[src/rtl/rtc_bcd_core.sv]
`timescale 1ns/1ps
module rtc_bcd_core #(
  parameter int ADDR_W = 5
) (
  input  logic              clk,
  input  logic              rst_n,
  input  logic              tick_100hz,
  input  logic              osc_alive,
  input  logic              wr_en,
  input  logic [ADDR_W-1:0] addr,
  input  logic [7:0]        wdata,
  output logic [7:0]        rdata
);
  localparam logic [ADDR_W-1:0] A_SEC = ADDR_W'(0);
  localparam logic [ADDR_W-1:0] A_MIN = ADDR_W'(1);
  localparam logic [ADDR_W-1:0] A_HR  = ADDR_W'(2);
  localparam logic [ADDR_W-1:0] A_DOW = ADDR_W'(3);
  localparam logic [ADDR_W-1:0] A_DT  = ADDR_W'(4);
  localparam logic [ADDR_W-1:0] A_MO  = ADDR_W'(5);
  localparam logic [ADDR_W-1:0] A_YR  = ADDR_W'(6);
  localparam logic [ADDR_W-1:0] A_OFM = ADDR_W'(9);
  localparam logic [ADDR_W-1:0] A_HS  = ADDR_W'(31);

  logic [7:0] hs, yr;
  logic [6:0] sec, mn;
  logic [5:0] hr, date;
  logic [4:0] mon;
  logic [2:0] dow;
  logic       stop, of, ceb, cb;

  wire time_wr = wr_en && (addr <= A_YR);
  wire running = osc_alive && !stop;
  wire of_clr  = wr_en && (addr == A_MIN || addr == A_OFM) && !wdata[7];

  wire [7:0] hs_inc  = (hs[3:0] == 4'd9)   ? {hs[7:4] + 4'd1, 4'd0}   : {hs[7:4], hs[3:0] + 4'd1};
  wire [6:0] sec_inc = (sec[3:0] == 4'd9)  ? {sec[6:4] + 3'd1, 4'd0}  : {sec[6:4], sec[3:0] + 4'd1};
  wire [6:0] mn_inc  = (mn[3:0] == 4'd9)   ? {mn[6:4] + 3'd1, 4'd0}   : {mn[6:4], mn[3:0] + 4'd1};
  wire [5:0] hr_inc  = (hr[3:0] == 4'd9)   ? {hr[5:4] + 2'd1, 4'd0}   : {hr[5:4], hr[3:0] + 4'd1};
  wire [5:0] dt_inc  = (date[3:0] == 4'd9) ? {date[5:4] + 2'd1, 4'd0} : {date[5:4], date[3:0] + 4'd1};
  wire [4:0] mo_inc  = (mon[3:0] == 4'd9)  ? 5'h10 : {mon[4], mon[3:0] + 4'd1};
  wire [7:0] yr_inc  = (yr[3:0] == 4'd9)   ? {yr[7:4] + 4'd1, 4'd0}   : {yr[7:4], yr[3:0] + 4'd1};

  wire leap = yr[4] ? (yr[3:0] == 4'd2 || yr[3:0] == 4'd6)
                    : (yr[3:0] == 4'd0 || yr[3:0] == 4'd4 || yr[3:0] == 4'd8);
  logic [5:0] month_len;
  always_comb begin
    case (mon)
      5'h02:                      month_len = leap ? 6'h29 : 6'h28;
      5'h04, 5'h06, 5'h09, 5'h11: month_len = 6'h30;
      default:                    month_len = 6'h31;
    endcase
  end

  wire c_hs  = tick_100hz && !stop && !time_wr;
  wire c_sec = c_hs  && (hs == 8'h99);
  wire c_min = c_sec && (sec == 7'h59);
  wire c_hr  = c_min && (mn == 7'h59);
  wire c_day = c_hr  && (hr == 6'h23);
  wire c_mon = c_day && (date == month_len);
  wire c_yr  = c_mon && (mon == 5'h12);
  wire c_cen = c_yr  && (yr == 8'h99) && ceb;

  always_ff @(posedge clk or negedge rst_n) begin
    if (!rst_n) begin
      hs <= '0; sec <= '0; mn <= '0; hr <= '0; dow <= '0;
      date <= '0; mon <= '0; yr <= '0;
      stop <= 1'b0; ceb <= 1'b0; cb <= 1'b0; of <= 1'b1;
    end else begin
      if (!running)    of <= 1'b1;
      else if (of_clr) of <= 1'b0;

      if (time_wr)   hs <= '0;
      else if (c_hs) hs <= c_sec ? 8'h00 : hs_inc;

      if (wr_en && addr == A_SEC) begin
        stop <= wdata[7];
        sec  <= wdata[6:0];
      end else if (c_sec) sec <= c_min ? 7'h00 : sec_inc;

      if (wr_en && addr == A_MIN) mn <= wdata[6:0];
      else if (c_min)             mn <= c_hr ? 7'h00 : mn_inc;

      if (wr_en && addr == A_HR) begin
        ceb <= wdata[7];
        cb  <= wdata[6];
        hr  <= wdata[5:0];
      end else begin
        if (c_hr)  hr <= c_day ? 6'h00 : hr_inc;
        if (c_cen) cb <= !cb;
      end

      if (wr_en && addr == A_DOW) dow <= wdata[2:0];
      else if (c_day)             dow <= (dow == 3'd7) ? 3'd1 : dow + 3'd1;

      if (wr_en && addr == A_DT) date <= wdata[5:0];
      else if (c_day)            date <= c_mon ? 6'h01 : dt_inc;

      if (wr_en && addr == A_MO) mon <= wdata[4:0];
      else if (c_mon)            mon <= c_yr ? 5'h01 : mo_inc;

      if (wr_en && addr == A_YR) yr <= wdata;
      else if (c_yr)             yr <= (yr == 8'h99) ? 8'h00 : yr_inc;
    end
  end

  always_comb begin
    case (addr)
      A_SEC:   rdata = {stop, sec};
      A_MIN:   rdata = {of, mn};
      A_HR:    rdata = {ceb, cb, hr};
      A_DOW:   rdata = {5'b0, dow};
      A_DT:    rdata = {2'b0, date};
      A_MO:    rdata = {3'b0, mon};
      A_YR:    rdata = yr;
      A_OFM:   rdata = {of, 7'b0};
      A_HS:    rdata = hs;
      default: rdata = 8'h00;
    endcase
  end
endmodule


[config.mk]
export PLATFORM = sky130hd
export DESIGN_NAME = rtc_bcd_core
export DESIGN_NICKNAME = d
export VERILOG_FILES = /design/src/rtl/rtc_bcd_core.sv
export SDC_FILE = /design/constraint.sdc
export NUM_CORES = 1
export LEC_CHECK = 0
export ABC_AREA = 1
export CORE_AREA = 2 2 131 133
export CTS_BUF_LIST = sky130_fd_sc_hd__clkbuf_8
export CTS_CLUSTER_DIAMETER = 200
export DETAILED_ROUTE_END_ITERATION = 16
export DIE_AREA = 0 0 133 135
export PLACE_DENSITY_LB_ADDON = 0.08
export SYNTH_ARGS = -nofsm -noshare
export SYNTH_HDL_FRONTEND = slang
export SYNTH_SLANG_ARGS = --single-unit
[constraint.sdc]
create_clock -name clk -period 7 [get_ports clk]
set_clock_uncertainty 0.1 [all_clocks]
set_input_delay 2.1 -clock clk [delete_from_list [all_inputs] [get_ports clk]]
set_output_delay 2.1 -clock clk [all_outputs]
set_load 0.05 [all_outputs]
== Yosys cells after proc, flatten, opt, wreduce, memory -nomap -nowiden ==
Cells that the tools add are included.

* Register bits: 54
* Output and inout port bits: 8
* Input bits: 18

* Add/sub/neg operators: 14
* Reduce and logical (&&, ||, !) cells: 55
* Equal/unequal tests: 33
* Muxes and demuxes: 39
* $lt $le $gt $ge: 1

{| class="wikitable"
|+ Operators with widths
! operator !! number
|-
| one-hot mux 8 bit (9 select lines) || 1
|-
| two-way mux 8 bit || 8
|-
| two-way mux 7 bit || 8
|-
| two-way mux 6 bit || 8
|-
| adder 4 x 1 -> 4 bit, second input constant || 9
|-
| == test 4 bit, second input constant || 8
|-
| == test 5 x 3 -> 1 bit, second input constant || 5
|-
| logical AND 1 bit || 21
|-
| nonzero test 3 bit || 7
|-
| two-way mux 5 bit || 4
|-
| nonzero test 2 bit || 9
|-
| == test 8 bit, second input constant || 2
|-
| == test 5 x 2 -> 1 bit, second input constant || 3
|-
| == test 5 bit, second input constant || 3
|-
| == test 7 bit, second input constant || 2
|-
| AND reduction 2 bit || 7
|-
| == test 5 x 4 -> 1 bit, second input constant || 2
|-
| one-hot mux 5 bit (2 select lines) || 1
|-
| adder 3 x 1 -> 3 bit, second input constant || 3
|-
| two-way mux 3 bit || 3
|-
| == test 4 x 3 -> 1 bit, second input constant || 2
|-
| == test 6 bit || 1
|-
| == test 6 bit, second input constant || 1
|-
| two-way mux 1 bit || 6
|-
| other kinds (11) || 18
|}

== Depth between registers and ports, before layout ==
Gate-level depths: netlist of the first run.

* Depth after elaboration: 14
* Depth in mapped cells: 15

== Worst setup path after synthesis of the first run ==
No wires, ideal clock.

* Path kind: input to output
* Start point: in addr[2]
* End point: out rdata[1]
* Stages on the path: 6
* Path buffers: 1
* Path slack: 1003 ps
* Required time: 4800 ps
* Data arrival time: 3797 ps
* Cells stage by stage: buf_2 > inv_1 > nand2_2 > nor2_1 > inv_1 > o21ai_0

* Word-level cells in the longest chain between the ends: 2
* Elaborated cells between the ends (all ways): 10
* Classes of those cells: eq/ne: 8; mux: 1; reduce/logical: 1

{| class="wikitable"
|+ RTL lines
! item !! line !! text
|-
| start: declaration || 10 || <nowiki>input logic [ADDR_W-1:0] addr,</nowiki>
|-
| == test 5 bit, or another cell as far along || 107 || <nowiki>case (addr)</nowiki>
|-
| one-hot mux 8 bit (9 select lines) * || 107 ||
|-
| end: declaration || 12 || <nowiki>output logic [7:0] rdata</nowiki>
|}

Every way passes the cells marked *; elsewhere a longest branch is shown, timed or not.

== Worst setup path in the final report of the first run ==
* Start point: in addr[1]
* End point: out rdata[7]

The elaborated chain is that of the path after synthesis.

==> results of run 1 <==
[worst paths after layout]
check,from,slack (ns),cells after the start,end
worst max register to register,hs[1]$_DFFE_PN0P_,4.53,11,cb$_DFFE_PN0P_
max in group asynchronous,rst_n,4.47,2,mn[0]$_DFFE_PN0P_
worst min register to register,of$_DFFE_PN1P_,0.41,2,of$_DFFE_PN1P_
worst min-delay path,of$_DFFE_PN1P_,0.41,2,of$_DFFE_PN1P_
min in group asynchronous,rst_n,1.82,2,yr[7]$_DFFE_PN0P_
worst max-delay path,addr[1],0.37,8,rdata[7]
[worst max-delay path: stages]
cell and delay (ns):
clkdlybuf4s50_1 0.59, nand2_1 0.12, inv_1 0.07, nand4_1 0.28, inv_1 0.21, a22oi_1 0.09, o2111ai_1 0.12, clkdlybuf4s50_1 0.85
[synthesized netlist by cell type, types with 3 or more instances]
cell / number
inv_1: 85
o2111ai_1: 3
nor2_2: 5
nand2_4: 3
nor2_1: 47
a221oi_1: 4
o21bai_1: 6
inv_2: 6
xor2_1: 10
a21oi_1: 9
nor2_4: 4
nand4_1: 12
nand3_4: 3
nor3_1: 11
clkbuf_1: 3
o22ai_1: 23
o211ai_1: 7
ha_1: 21
o221ai_1: 12
nand3_2: 3
nand2_1: 108
nand2_2: 3
dfrtp_1: 53
o21ai_0: 38
nand3_1: 51
[state kept, by name, indices dropped and copies added (netlist names)]
register	flops
hs	8
yr	8
mn	7
sec	7
date	6
hr	6
mon	5
dow	3
cb	1
ceb	1
of	1
stop	1
[cell type report]
cell class / count / area, µm²
Clock inverter: 1 / 30.0
Multi-Input combinational cell: 400 / 2320
Fill cell: 1790 / 11800
Antenna cell: 1 / 2.50
Timing Repair Buffer: 26 / 238
Inverter: 92 / 347
Clock buffer: 6 / 82.6
Tap cell: 220 / 275
Sequential cell: 54 / 1350
[routing by layer]
| metal | wire, µm | part of all wire | GRT usage | vias up |
|---|---|---|---|---|
| met1 | 6740 | 0.49 | 0.212 | 1875 |
| met4 | 172 | 0.013 | 0.0490 | 0 |
| met5 | 0 | 0 | 0 | - |
| met2 | 6410 | 0.47 | 0.258 | 60 |
| li1 | - | - | - | 1925 |
| met3 | 302 | 0.022 | 0.0203 | 10 |
[through the flow]
step                cell area [µm²]  total power (W)  cells  worst slack (ns)   util
floorplan                      4060         0.000703    554              1.00      -
global placement               4530         0.000832    792             0.398  0.276
detailed placement             4530         0.000827    792             0.398  0.276
CTS                            4640          0.00107    799             0.388  0.283
global route                   4640          0.00114    800             0.278  0.283
finish                         4640          0.00105    800             0.368  0.283
[cell families after synthesis]
family,synth area share
AOI/OAI and AO/OA,0.175
xor gates and xnor gates,0.0259
adders and majority gates,0.0647
buffers and inverters,0.0970
DFF,0.333
muxes,0.00246
and+or+nand+nor,0.302
[where the power goes]
part	leakage [nW]	switching (W)	total, W	internal, W
combinational	1.44	0.000225	0.000358	0.000133
clock	0.0573	0.000117	0.000232	0.000115
sequential	0.650	0.0000840	0.000463	0.000379
total	2.15	0.000426	0.00105	0.000627
==> impl_metrics.yaml, run 1 <==
timing:
  maxSlewHeadroom: 0.483
  drv_slew: 0
  fin_crit_sh: 0.947
  worst_pin_slew_ns: 0.775
  fmax_ghz: 0.151
  setup_violations: 0
  fin_crit_ns: 6.63
  finalHoldViolCount: 0
  setup_tns_ns: 0
  whs_ns: 0.412
  rsz0062_at_grt: "no"
floorplan:
  io_pins: 26
  fp-row-count: 47
  start_util: 0.248
  fp.coreArea_um2: 16400
  die_w_um: 133
  die_area_um2: 18000
  die_h_um: 135
logic_synthesis:
  ys_seq_area_frac: 0.333
  syn_area_um2: 4060
  async_flop_share: 1.00
  ys_types: 42
  synth_area_leaders: "dfrtp_1, nand2_1, inv_1"
  syn_inst: 554
  syn-num-nets: 593
  synth.top_cell.area_share: 0.326
  ys_seq_elements: 54
  syn_avg_cell_area_um2: 7.34
  yosys_warnings: 0
  synth_largest_area_cell: "dfrtp_1"
  synth_top_flop_cell: "dfrtp_1"
  synth_edf_count: 0
clocking:
  clk_transition_reported_paths_ns: 0.10
  cts_buffers: 5
  clock-sinks: 54
  insertion_delay_ns: 0.34
  cts_setup_buffers: 0
  htree_levels: 2
  cts.root.buffer_cell: "clkbuf_8"
  cts_hold_buf: 0
  cts_tree: "done"
  ctsResizeCount: 0
  cts_buffer_depth: 2
worst_setup_path:
  path_class: "in2out"
  path_max_fanout: 6
  critPathLaunchType: "primary input"
  cp-end-kind: "output port"
  crit_arrival_ns: 4.43
  cp_data_required_time_ns: 4.80
detailed_routing:
  post-route-drc-count: 0
  first_pass_iters: 5
  drt-total-wl_mm: 13.6
  post_drt_wl_per_cell_um: 17.0
  via_count: 3870
  ant_nets: 0
  vias_per_cell: 4.84
  drt_iter0_drc: 273
grt:
  grt_max_degree: 55
  grt_overflow: 0
  grt_pass1_wl_mm: 21.4
  grt_usage: 0.156
  antenna_found_initial: 1
  grt_pass1_vias: 3739
power:
  pwr_density_cell_nw_per_um2: 227
  power_leakage_nw: 2.15
  irDropWorstVdd_uv: 86.2
placed_design:
  dp_hpwl_mm: 10.6
  port_buffers: 25
  gp_congestion: 0.820
job:
  drv_cap: 0
cells_and_area:
  final_common_cell: "nand2_1"
  layout.cells.most_common_list: "nand2_1, inv_1, dfrtp_1, nand3_1, nor2_1"
  area_growth_pct: 14.3
  drive_above_1_share: 0.0829
  fin_nets: 618
worst_hold_path:
  hold_path_class: "reg2reg"
run_status:
  status: "completed"
No activity file was read; power rests on OpenSTA's default activity.
==> inputs of run 2 (changes only) <==
==> constraint.sdc (replaced) <==
create_clock -name clk -period 5.7 [get_ports clk]
set_clock_uncertainty 0.1 [all_clocks]
set_input_delay 1.71 -clock clk [delete_from_list [all_inputs] [get_ports clk]]
set_output_delay 1.71 -clock clk [all_outputs]
set_load 0.05 [all_outputs]
==> run 2 against run 1 <==
Final area increased by 2.0%. Sequential power rose by 22%. Worst hold slack got worse by 0.0021 ns. Via count decreased by 2.5%. Setup slack worse by 0.20 ns. Global-route usage is 0.59 points higher. Routed wire length grew 2.1%. Final cell count stayed put. Core utilization increased by 0.56 points. Critical path type unchanged. Largest cell class unchanged.
==> impl_metrics.yaml, run 2 (synthesis gave the netlist of run 1 again) <==
run_status:
  status: "completed"
grt:
  grt_use_met3: 0.0282
  grt_pass1_wl_mm: 22.1
  grt_overflow: 0
  grt_busiest_layer: "met2"
  antenna_found_initial: 0
  grt_usage: 0.162
  grt.met1_usage: 0.222
  grt_max_degree: 30
  use_met2: 0.267
  grt_pass1_vias: 3821
cells_and_area:
  top_regs: "hs (8), yr (8)"
  area_growth_pct: 16.6
  final_common_cell: "nand2_1"
  diodes: 0
  post-route-util: 0.289
  regArea_um2: 1350
  nFillCells: 1760
  fin_cells: 800
  drive_above_1_share: 0.0914
  multi_input_area_um2: 2330
  fin_nets: 620
  layout.cells.most_common_list: "nand2_1, inv_1, dfrtp_1, nand3_1, nor2_1"
worst_hold_path:
  hold_path_class: "reg2reg"
  hold_depth: 2
floorplan:
  fp-row-count: 47
  fp.coreArea_um2: 16400
  die_w_um: 133
  start_util: 0.248
  die_area_um2: 18000
  io_pins: 26
  die_h_um: 135
detailed_routing:
  post_drt_wl_per_cell_um: 17.4
  first_pass_iters: 5
  via_count: 3775
  drt-total-wl_mm: 13.9
  drt_iter0_drc: 292
  post-route-drc-count: 0
  ant_nets: 0
  vias_per_cell: 4.72
clocking:
  cts.root.buffer_cell: "clkbuf_8"
  ctsResizeCount: 0
  cts_hold_buf: 0
  cts_tree: "done"
  cts_setup_buffers: 0
  clock-sinks: 54
  cts_buffer_depth: 2
  clk_transition_reported_paths_ns: 0.10
  htree_levels: 2
  insertion_delay_ns: 0.35
  cts_buffers: 5
timing:
  fin_ws_ns: 0.172
  maxSlewHeadroom: 0.527
  fin_crit_ns: 5.53
  fmax_ghz: 0.181
  rsz0062_at_grt: "no"
  drv_slew: 0
  setup_violations: 0
  finalHoldViolCount: 0
  fin_crit_sh: 0.970
  setup_tns_ns: 0
  worst_pin_slew_ns: 0.708
placed_design:
  gp_congestion: 0.860
  port_buffers: 25
  preCtsSetupSlack_ns: 0.0964
  dp_hpwl_mm: 10.9
  dp_cells: 794
worst_setup_path:
  crit_arrival_ns: 3.72
  path_max_fanout: 6
  cpLargestDelayFamily: "buffers and inverters"
  worst-r2r-cell-count: 13
  max_stage_delay_ns: 0.49
  path_class: "in2out"
  cp_data_required_time_ns: 3.89
  cp_cell_sequence: "clkdlybuf4s50_1 > nor2_4 > nand2_2 > nor2_2 > inv_1 > o22ai_1 > a21oi_1 > o211ai_1 > buf_12"
  worst_path_max_delay_cell: "clkdlybuf4s50_1"
  critPathLaunchType: "primary input"
  cp_num_buf_inv: 3
  cp.depth: 9
  cp-end-kind: "output port"
power:
  pwr_density_cell_nw_per_um2: 267
  design_power_total_w: 0.00126
  power_leakage_nw: 2.19
  irDropWorstVdd_uv: 130
job:
  drv_cap: 0
==> run 2: cell type report <==
type                       instances  share of cell area
multi-input combinational        400               0.492
sequential                        54               0.286
timing repair buffer              28              0.0740
inverter                          92              0.0732
tap                              220              0.0581
clock buffer                       6              0.0174
==> run 2: where the power goes <==
group / internal [W] / total, W / switching [W]
Clock: 0.0000946 / 0.000242 / 0.000147
Combinational: 0.000175 / 0.000454 / 0.000279
Sequential: 0.000466 / 0.000567 / 0.000101
Total: 0.000735 / 0.00126 / 0.000528
==> run 2: worst min-delay path, stage by stage, from the launching register on <==
cell	delay, ns
dfstp_2	0.38
nand2_1	0.06
nand3b_1	0.07
==> run 2: final timing paths <==
kind | startpoint | end | slack [ns]
worst min register to register | of$_DFFE_PN1P_ | of$_DFFE_PN1P_ | 0.41
max in group asynchronous | rst_n | mn[4]$_DFFE_PN0P_ | 3.32
min in group asynchronous | rst_n | yr[6]$_DFFE_PN0P_ | 1.30
worst max-delay path | addr[4] | rdata[3] | 0.17
worst min-delay path | of$_DFFE_PN1P_ | of$_DFFE_PN1P_ | 0.41
worst max register to register | sec[1]$_DFFE_PN0P_ | yr[5]$_DFFE_PN0P_ | 3.23
==> run 2: per-layer routing <==
layer / share of wire / routed length (µm)
met1: 0.49 / 6780
met2: 0.47 / 6540
met5: 0 / 0
met4: 0.012 / 173
met3: 0.030 / 414
==> run 2: through the flow <==
| step | instance area, µm² | hold WS [ns] |
|---|---|---|
| final | 4740 | 0.410 |
| after global routing | 4740 | 0.435 |
| after CTS | 4720 | 0.413 |
| after detailed placement | 4640 | 0.397 |
| after global placement | 4640 | 0.397 |
| after floorplan | 4060 | 0.371 |
==> inputs of run 3 (changes only) <==
--- a/config.mk
+++ b/config.mk
@@ -6,6 +6,7 @@
 export NUM_CORES = 1
 export LEC_CHECK = 0
 export ABC_AREA = 1
+export ABC_CLOCK_PERIOD_IN_PS = 5700
 export CORE_AREA = 2 2 131 133
 export CTS_BUF_LIST = sky130_fd_sc_hd__clkbuf_8
 export CTS_CLUSTER_DIAMETER = 200
==> results of run 3 <==
Same layout as run 2: the final DEF is identical, and so are final timing and power.
